`src/rtl/hp_pkg.sv`:
```
package hp_pkg;
  localparam int PKT_W  = 256;
  localparam int TYPE_W = 4;
  localparam int OFF_W  = 9;
  localparam int KEY_W  = 32;
  localparam int FLD_W  = 16;
  localparam int WID_W  = 5;
  localparam int SHF_W  = 3;
  localparam int STG_W  = 3;
  localparam int DEPTH  = 1 << TYPE_W;
  localparam logic [TYPE_W-1:0] DONE_TYPE = '1;

  typedef struct packed {
    logic              vld;
    logic              nt_mode;
    logic [TYPE_W-1:0] nt_const;
    logic [OFF_W-1:0]  nt_pos;
    logic [WID_W-1:0]  nt_wid;
    logic              sz_mode;
    logic [OFF_W-1:0]  sz_const;
    logic [OFF_W-1:0]  sz_pos;
    logic [WID_W-1:0]  sz_wid;
    logic [SHF_W-1:0]  sz_shift;
    logic [OFF_W-1:0]  key_pos;
    logic [WID_W-1:0]  key_wid;
    logic [STG_W-1:0]  first;
    logic [STG_W-1:0]  last;
  } uc_t;

  localparam int UC_W = $bits(uc_t);
endpackage

```
`src/rtl/hp_field_pick.sv`:
```
module hp_field_pick #(
  parameter int PKT_W = 256,
  parameter int OFF_W = 9,
  parameter int FLD_W = 16,
  parameter int WID_W = 5
) (
  input  logic [PKT_W-1:0] pkt,
  input  logic [OFF_W-1:0] base,
  input  logic [OFF_W-1:0] rel,
  input  logic [WID_W-1:0] wid,
  output logic [FLD_W-1:0] fld
);
  logic [OFF_W:0]     pos;
  logic [PKT_W-1:0]   shifted;
  logic [FLD_W-1:0]   mask;

  assign pos     = {1'b0, base} + {1'b0, rel};
  assign shifted = pkt >> pos;

  always_comb begin
    for (int i = 0; i < FLD_W; i++) mask[i] = (32'(wid) > i);
  end

  assign fld = shifted[FLD_W-1:0] & mask;
endmodule

```
`src/rtl/hp_ucode_table.sv`:
```
module hp_ucode_table #(
  parameter int DEPTH = 16,
  parameter int IDX_W = 4,
  parameter int UC_W  = 67
) (
  input  logic             clk,
  input  logic             rst,
  input  logic             wr_en,
  input  logic [IDX_W-1:0] wr_idx,
  input  logic [UC_W-1:0]  wr_data,
  input  logic [IDX_W-1:0] rd_idx,
  output logic [UC_W-1:0]  rd_data
);
  logic [UC_W-1:0] mem [DEPTH];

  for (genvar g = 0; g < DEPTH; g++) begin : g_ent
    always_ff @(posedge clk) begin
      if (rst) mem[g] <= '0;
      else if (wr_en && wr_idx == IDX_W'(g)) mem[g] <= wr_data;
    end
  end

  assign rd_data = mem[rd_idx];
endmodule

```
`src/rtl/hp_parse_stage.sv`:
```
module hp_parse_stage
  import hp_pkg::*;
#(
  parameter int STAGE_IDX = 2
) (
  input  logic              clk,
  input  logic              rst,
  input  logic              in_valid,
  output logic              in_ready,
  input  logic [PKT_W-1:0]  in_pkt,
  input  logic [TYPE_W-1:0] in_type,
  input  logic [OFF_W-1:0]  in_off,
  input  logic [KEY_W-1:0]  in_key,
  input  logic              in_err,
  input  logic [STG_W-1:0]  in_eloc,
  output logic              out_valid,
  input  logic              out_ready,
  output logic [PKT_W-1:0]  out_pkt,
  output logic [TYPE_W-1:0] out_type,
  output logic [OFF_W-1:0]  out_off,
  output logic [KEY_W-1:0]  out_key,
  output logic              out_err,
  output logic [STG_W-1:0]  out_eloc,
  input  logic              wr_en,
  input  logic [TYPE_W-1:0] wr_idx,
  input  logic [UC_W-1:0]   wr_data
);
  localparam logic [STG_W-1:0] MY_IDX = STG_W'(STAGE_IDX);

  // table lookup
  logic [UC_W-1:0] tbl_rd;
  hp_ucode_table #(.DEPTH(DEPTH), .IDX_W(TYPE_W), .UC_W(UC_W)) i_tbl (
    .clk(clk), .rst(rst), .wr_en(wr_en), .wr_idx(wr_idx), .wr_data(wr_data),
    .rd_idx(in_type), .rd_data(tbl_rd)
  );

  // first register: packet plus its microcode
  logic              s1_v;
  logic [PKT_W-1:0]  s1_pkt;
  logic [TYPE_W-1:0] s1_type;
  logic [OFF_W-1:0]  s1_off;
  logic [KEY_W-1:0]  s1_key;
  logic              s1_err;
  logic [STG_W-1:0]  s1_eloc;
  uc_t               s1_uc;

  logic s2_adv, s1_adv;
  assign s2_adv   = !out_valid || out_ready;
  assign s1_adv   = !s1_v || s2_adv;
  assign in_ready = s1_adv;

  always_ff @(posedge clk) begin
    if (rst) s1_v <= 1'b0;
    else if (s1_adv) s1_v <= in_valid;
  end

  always_ff @(posedge clk) begin
    if (s1_adv && in_valid) begin
      s1_pkt  <= in_pkt;
      s1_type <= in_type;
      s1_off  <= in_off;
      s1_key  <= in_key;
      s1_err  <= in_err;
      s1_eloc <= in_eloc;
      s1_uc   <= uc_t'(tbl_rd);
    end
  end

  // locate / extract
  logic [FLD_W-1:0] nt_fld, sz_fld, key_fld;
  hp_field_pick #(.PKT_W(PKT_W), .OFF_W(OFF_W), .FLD_W(FLD_W), .WID_W(WID_W)) i_pick_nt (
    .pkt(s1_pkt), .base(s1_off), .rel(s1_uc.nt_pos), .wid(s1_uc.nt_wid), .fld(nt_fld));
  hp_field_pick #(.PKT_W(PKT_W), .OFF_W(OFF_W), .FLD_W(FLD_W), .WID_W(WID_W)) i_pick_sz (
    .pkt(s1_pkt), .base(s1_off), .rel(s1_uc.sz_pos), .wid(s1_uc.sz_wid), .fld(sz_fld));
  hp_field_pick #(.PKT_W(PKT_W), .OFF_W(OFF_W), .FLD_W(FLD_W), .WID_W(WID_W)) i_pick_key (
    .pkt(s1_pkt), .base(s1_off), .rel(s1_uc.key_pos), .wid(s1_uc.key_wid), .fld(key_fld));

  // compute
  logic [31:0]       hdr_size, hdr_end;
  logic              bypass, out_of_range, overrun, fault;
  logic [TYPE_W-1:0] nt_val;
  logic [KEY_W-1:0]  key_val;

  always_comb begin
    hdr_size     = s1_uc.sz_mode ? ((32'(sz_fld) << s1_uc.sz_shift) + 32'(s1_uc.sz_const))
                                 : 32'(s1_uc.sz_const);
    hdr_end      = 32'(s1_off) + hdr_size;
    overrun      = hdr_end > 32'(PKT_W);
    out_of_range = (MY_IDX < s1_uc.first) || (MY_IDX > s1_uc.last);
    bypass       = s1_err || (s1_type == DONE_TYPE);
    fault        = !s1_uc.vld || out_of_range || overrun;
    nt_val       = s1_uc.nt_mode ? nt_fld[TYPE_W-1:0] : s1_uc.nt_const;
    key_val      = (s1_key << s1_uc.key_wid) | KEY_W'(key_fld);
  end

  // second register: results
  always_ff @(posedge clk) begin
    if (rst) out_valid <= 1'b0;
    else if (s2_adv) out_valid <= s1_v;
  end

  always_ff @(posedge clk) begin
    if (s2_adv && s1_v) begin
      out_pkt <= s1_pkt;
      if (bypass) begin
        out_type <= s1_type;
        out_off  <= s1_off;
        out_key  <= s1_key;
        out_err  <= s1_err;
        out_eloc <= s1_eloc;
      end else if (fault) begin
        out_type <= s1_type;
        out_off  <= s1_off;
        out_key  <= s1_key;
        out_err  <= 1'b1;
        out_eloc <= MY_IDX;
      end else begin
        out_type <= nt_val;
        out_off  <= hdr_end[OFF_W-1:0];
        out_key  <= key_val;
        out_err  <= 1'b0;
        out_eloc <= s1_eloc;
      end
    end
  end
endmodule

```
`config.mk`:
```
export PLATFORM = sky130hd
export DESIGN_NAME = hp_parse_stage
export DESIGN_NICKNAME = d
export VERILOG_FILES = /design/src/rtl/hp_pkg.sv /design/src/rtl/hp_field_pick.sv /design/src/rtl/hp_ucode_table.sv /design/src/rtl/hp_parse_stage.sv
export SDC_FILE = /design/constraint.sdc
export NUM_CORES = 2
export LEC_CHECK = 0
export BUFFER_PORTS_ARGS = -buffer_cell sky130_fd_sc_hd__buf_2
export CORE_MARGIN = 4
export CORE_UTILIZATION = 50
export CTS_CLUSTER_DIAMETER = 40
export DETAILED_ROUTE_END_ITERATION = 12
export PLACE_DENSITY = 0.67
export RECOVER_POWER = 50
export SLEW_MARGIN = 20
export SYNTH_ARGS = -nofsm -noshare
export SYNTH_HDL_FRONTEND = slang
export SYNTH_SLANG_ARGS = --single-unit
export TNS_END_PERCENT = 20
```
`constraint.sdc`:
```
create_clock -name clk -period 13.7 [get_ports clk]
set_input_delay 0 -clock clk [delete_from_list [all_inputs] [get_ports clk]]
set_output_delay 0 -clock clk [all_outputs]
set_load 0.01 [all_outputs]
```
Word-level counts from Yosys, hierarchy flattened
Memory sizes are Yosys's and may differ from the RTL's. A register that Yosys moved wholly into a read port is not among the register bits.
Index checks and enable logic that the tools add are counted.

word-level totals
  flip-flop bits (word level) = 612
  memory bits (writable) = 1,072
  input bits = 381
  output and inout port bits = 307
  logic and storage cells = 206
  memories = 1

memory list
  name       words  bits a word  rd ports  clocked after Yosys merged registers in  write ports  line                  RTL
  i_tbl.mem  16     67           1         1                                        16           hp_ucode_table.sv:14  logic [UC_W-1:0] mem [DEPTH];

operators by class
  $add $sub $neg = 5
  magnitude comparators = 39
  equal/unequal tests = 16
  shift operators = 5
  muxes and demuxes = 78
  bitwise operators = 20
  reduce and logical (&&, ||, !) cells = 28

operator list
  operator                                                         count
  2-to-1 mux 67 bit                                                16
  >> shifter 256 x 10 -> 16 bit                                    2
  >> shifter 256 x 10 -> 4 bit                                     1
  2-to-1 mux 32 bit                                                3
  greater-than comparator 5 x 4 -> 1 bit (second input constant)   16
  2-to-1 mux 1 bit                                                 52
  greater-than comparator 5 x 3 -> 1 bit (second input constant)   8
  equality test 4 bit (second input constant)                      9
  adder 32 x 9 -> 32 bit                                           1
  adder 9 x 32 -> 32 bit                                           1
  AND 16 bit                                                       2
  greater-than comparator 32 x 9 -> 1 bit (second input constant)  1
  bitwise OR 32 x 16 -> 32 bit                                     1
  << shifter 16 x 3 -> 32 bit                                      1
  << shifter 32 x 5 -> 32 bit                                      1
  adder 9 x 9 -> 10 bit                                            3
  greater-than comparator 5 x 1 -> 1 bit (second input constant)   6
  greater-than comparator 5 x 2 -> 1 bit (second input constant)   6
  logical AND 1 bit                                                18
  2-to-1 mux 9 bit                                                 2
  equality test 4 x 3 -> 1 bit (second input constant)             4
  bitwise OR 1 bit                                                 16
  2-to-1 mux 4 bit                                                 3
  equality test 4 x 2 -> 1 bit (second input constant)             2
  other kinds (8)                                                  16

Depth between registers and ports, before layout
  depth in word-level cells = 11
  gate-level depth with buffers = 46
  gate-level depth less buffers = 40

By module
From an unflattened synthesis, not the netlist that was laid out.

second synthesis, totals
  cells, all modules = 10,102
  area, all modules = 121,758.0 um2

by module, submodules not included
  module                          times used  cells an instance  area each (um2)  seq. area each (um2)
  hp_ucode_table                  1           2,935              47,933.5         32,190.9
  hp_field_pick at i_pick_nt ...  2           1,943              15,677.5         0.0
  hp_parse_stage                  1           1,278              25,443.2         20,339.5
  hp_field_pick at i_pick_key     1           2,003              17,026.3         0.0

Worst setup path after synthesis
Ideal clock, no wire load.

  path kind = register -> register
  start point = reg out_valid
  end point = reg out_eloc[0], enable pin
  library setup time = 1.015 ns
  arrival = 13.947 ns
  required time = 12.685 ns
  setup slack = -1.262 ns
  stages on the path, launching flop included = 3
  buffers on the path = 0
  clock period less this slack = 14.962 ns
  path through = dfxtp_1 > nor2b_1 > nor2b_1

between the ends
  longest elaborated chain between the ends = 3

ends and longest elaborated chain
  element                 line                   RTL
  from (decl)             hp_parse_stage.sv:16   output logic out_valid,
  from (signal assigned)  hp_parse_stage.sv:99   else if (s2_adv) out_valid <= s1_v;
  logical NOT 1 bit       hp_parse_stage.sv:48   assign s2_adv = !out_valid || out_ready;
  logical OR 1 bit        hp_parse_stage.sv:48
  logical AND 1 bit       hp_parse_stage.sv:103  if (s2_adv && s1_v) begin
  to (signal assigned)    hp_parse_stage.sv:110  out_eloc <= s1_eloc;
  to (signal assigned)    hp_parse_stage.sv:122  out_eloc <= s1_eloc;
  to (decl)               hp_parse_stage.sv:23   output logic [STG_W-1:0] out_eloc,

Every way passes these cells.
A chain may end at the register's enable or synchronous reset.

Worst setup path after layout
  start point = reg s1_off[1]
  end point = reg out_key[6] (data pin)

between the ends
  longest elaborated chain between the ends = 11
  elaborated cells between the ends (all ways) = 15
  those cells by class = 4 x add/sub; 1 x order compare; 3 x shift; 3 x mux; 3 x bitwise; 1 x reduce/logical

ends and longest elaborated chain
  element                                  line                   RTL
  from (decl)                              hp_parse_stage.sv:41   logic [OFF_W-1:0] s1_off;
  from (signal assigned)                   hp_parse_stage.sv:61   s1_off <= in_off;
  adder 9 x 9 -> 10 bit                    hp_field_pick.sv:17    assign pos = {1'b0, base} + {1'b0, rel};
  >> shifter 256 x 10 -> 16 bit            hp_field_pick.sv:18    assign shifted = pkt >> pos;
  AND 16 bit                               hp_field_pick.sv:24    assign fld = shifted[FLD_W-1:0] & mask;
  << shifter 16 x 3 -> 32 bit              hp_parse_stage.sv:85   hdr_size = s1_uc.sz_mode ? ((32'(sz_fld) << s1_uc.sz_shift) + 32'(s1_uc.sz_const))
  adder 32 x 9 -> 32 bit                   hp_parse_stage.sv:85
  2-to-1 mux 32 bit                        hp_parse_stage.sv:85
  adder 9 x 32 -> 32 bit                   hp_parse_stage.sv:87   hdr_end = 32'(s1_off) + hdr_size;
  greater-than comparator 32 x 9 -> 1 bit  hp_parse_stage.sv:88   overrun = hdr_end > 32'(PKT_W);
  logical OR 1 bit                         hp_parse_stage.sv:91   fault = !s1_uc.vld || out_of_range || overrun;
  2-to-1 mux 32 bit (*)                    hp_parse_stage.sv:111  end else if (fault) begin
  2-to-1 mux 32 bit (*)                    hp_parse_stage.sv:105  if (bypass) begin
  to (signal assigned)                     hp_parse_stage.sv:108  out_key <= s1_key;
  to (signal assigned)                     hp_parse_stage.sv:114  out_key <= s1_key;
  to (signal assigned)                     hp_parse_stage.sv:120  out_key <= key_val;
  to (decl)                                hp_parse_stage.sv:21   output logic [KEY_W-1:0] out_key,

Mark *: on every way between the ends. The rest lies on a longest branch, timed or not.

==> flow_summary.toml <==
[run_status]
outcome = "complete, but fails checks"
violations = "capacitance limit, slew limit"

[timing]
setup_viol = 0
fin_crit_ps = 11270
slew_headroom_pct = -364
fin_worst_skew_ps = 84.4
finalCritPeriodShare_pct = 82.3
hold_violations = 0
rsz0062_at_grt = "no"
tns_ps = 0
finalMaxSlewViolations = 1360
tightestPinTransition_ps = 6950
hold_slack_ps = 63.4
fmax_ghz = 0.0887

[route]
route.vias.total = 88300
drt.antenna.violating_nets = 0
wire_per_inst_um = 38.0
drt_iter0_drc = 13000
drc = 0
viasPerCell = 6.87
first_pass_iters = 6
totalWireLength_mm = 489

[setup_path]
crit_type = "reg2reg"
critPathMaxStageDelay_ps = 760
arrival_ps = 11880
required_ps = 14310
start_kind = "flip-flop"
cp_slowest_cell = "a32oi_1"
crit_top_cell = "a21o_1"
path_max_fanout = 31
end_kind = "flip-flop"

[die]
start_util_pct = 50.5
die_x_um = 472
rows = 169
io_pins = 688
dieHeight_um = 472
core_sq_mm = 0.213
dieArea_sq_mm = 0.222

[layout]
final_cell_mix = "edfxtp_1 (1732), mux2i_1 (995), and2_1 (769)"
final_nets = 10200
area_growth_pct = 19.8
layout_commonest_cell = "edfxtp_1"
drive_above_1_share_pct = 19.5
fin_cells = 12800

[yosys]
syn_area_sq_mm = 0.107
ys_seq_area_share_pct = 48.4
syn-num-nets = 9019
synth_edf_count = 1732
syn_avg_cell_area_sq_um = 12.5
synth_warnings = 0
synthFlopType = "edfxtp_1"
yosysUniqueCellTypes = 102
synth_seq_cells = 1734
ys_async_sr_fraction_pct = 0
synth_cells = 8587

[power]
ir_worst_vdd_mv = 0.151
p_leak_nw = 47.1
p_per_area_mw_per_mm2 = 161
p_sw_mw = 7.87
p_int_mw = 12.8
power_frac_clock_pct = 30.8
netSwitchingFraction_pct = 38.1
combPwrFrac_pct = 38.2
power_frac_seq_pct = 30.9

[clock_tree]
htreeDepth = 4
cts.sinks = 1734
cts_tree = "done"
cts_made_buffers = 232
clock_latency_ps = 930
clk_pin_slew_ps = 60
cts.path.max_buffers = 3
root_buffer = "clkbuf_16"

[placement]
dp_cells = 11700
portBuffers = 686
place_congestion = 1.06
hpwl_mm = 325

[grt]
grt_max_degree = 168
grt_pass1_vias = 86000
grt_pass1_wl_mm = 674
grt_overflow = 0
gr-usage-all-layers_pct = 43.0
antenna_found_initial = 49

[flow_run]
maxCapViolCount = 46

[hold_path]
hold_class = "in2reg"
sequential cells by signal (all words and copies together) (netlist names):
signal     count
s1_pkt       256
out_pkt      256
i_tbl.mem   1056
s1_uc         66
out_type       4
s1_type        4
s1_v           1
s1_key        32
out_eloc       3
out_err        1
s1_err         1
s1_off         9
out_valid      1
out_key       32
out_off        9
s1_eloc        3
final timing paths:
check        depth (start not counted)  slack [ps]                  from                              to
max                                 35        2430   s1_off[1]$_DFFE_PP_            out_key[6]$_DFFE_PP_
min                                  3          60           wr_data[44]  i_tbl.mem[2][44]$_SDFFCE_PN0P_
max reg2reg                         35        2430   s1_off[1]$_DFFE_PP_            out_key[6]$_DFFE_PP_
min reg2reg                          0         470  s1_pkt[21]$_DFFE_PP_           out_pkt[21]$_DFFE_PP_
power by group through the flow:
stage,Clock (mW),Sequential [mW],Combinational (mW)
2_1_floorplan,0,6.46,4.70
3_3_place_gp,0,6.46,7.37
3_5_place_dp,0,6.48,7.38
4_1_cts,6.36,6.37,7.57
5_1_grt,6.67,6.41,8.09
6_report,6.38,6.40,7.90
synth_stat cells (46+ instances only):
library cell,instances,share of area (%)
mux4_2,673,14
edfxtp_1,1732,48
a21oi_1,459,2.1
inv_1,47,0.16
nor3_1,144,0.67
mux2i_1,997,9.3
o22ai_1,48,0.28
and2_1,1084,6.3
nand3_1,92,0.43
ha_1,46,0.54
o211ai_1,76,0.53
clkbuf_1,551,1.9
o21ai_0,192,0.89
nand2_1,574,2.0
buf_1,129,0.45
a211oi_1,163,1.1
buf_2,77,0.36
nor2_1,412,1.4
mux2_2,228,2.4
nor2b_1,51,0.30
a31oi_1,74,0.43
stage by stage:
step	instance area [sq um]	setup WS, ps	utilization [%]	total power [mW]
final	129000	2430	60.5	20.7
after global routing	129000	1860	60.5	21.2
after CTS	130000	2580	61.1	20.3
after detailed placement	115000	2630	53.9	13.9
after global placement	115000	2650	53.9	13.8
after floorplan	107000	3840	-	11.2
cell type report:
class | count | area (sq um)
antenna | 42 | 105
clock inverter | 193 | 2400
multi-input combinational | 5986 | 52300
inverter | 52 | 206
tap | 2821 | 3530
sequential | 1734 | 52000
fill | 16800 | 84100
clock buffer | 247 | 5880
timing repair buffer | 1773 | 12300
repair_timing:
| item | 4_1_cts | 5_1_grt |
|---|---|---|
| hold endpoints to repair | 1545 | 0 |
| gates resized for setup | 0 | 0 |
| hold buffers | 687 | 0 |
| buffers inserted | 0 | 0 |
critical path, delay by kind of cell, from the launching register on:
| kind | cells | cell delay, ps |
|---|---|---|
| muxes | 3 | 900 |
| buffers and inverters | 2 | 720 |
| DFF | 1 | 750 |
| adders and majority gates | 3 | 1150 |
| AOI/OAI and AO/OA | 14 | 3820 |
| and+or+nand+nor | 12 | 3420 |
| xor gates and xnor gates | 1 | 150 |
metal layers:
metal	share of wire (%)	track usage, %	vias up
met3	11	11.5	1638
met1	35	53.2	44200
met2	44	65.1	6818
li1	-	-	35600
met5	0.038	0	-
met4	9.3	31.6	18
cells by family after synthesis:
kind of cell	Yosys count	synth area share, %
adders and majority gates	51	0.629
muxes	1938	26.2
buffers and inverters	867	3.38
xor gates and xnor gates	52	0.438
DFF	1734	48.4
and+or+nand+nor	2530	12.3
AOI/OAI and AO/OA	1415	8.67
Note: power is estimated with default switching activity, not from simulation.
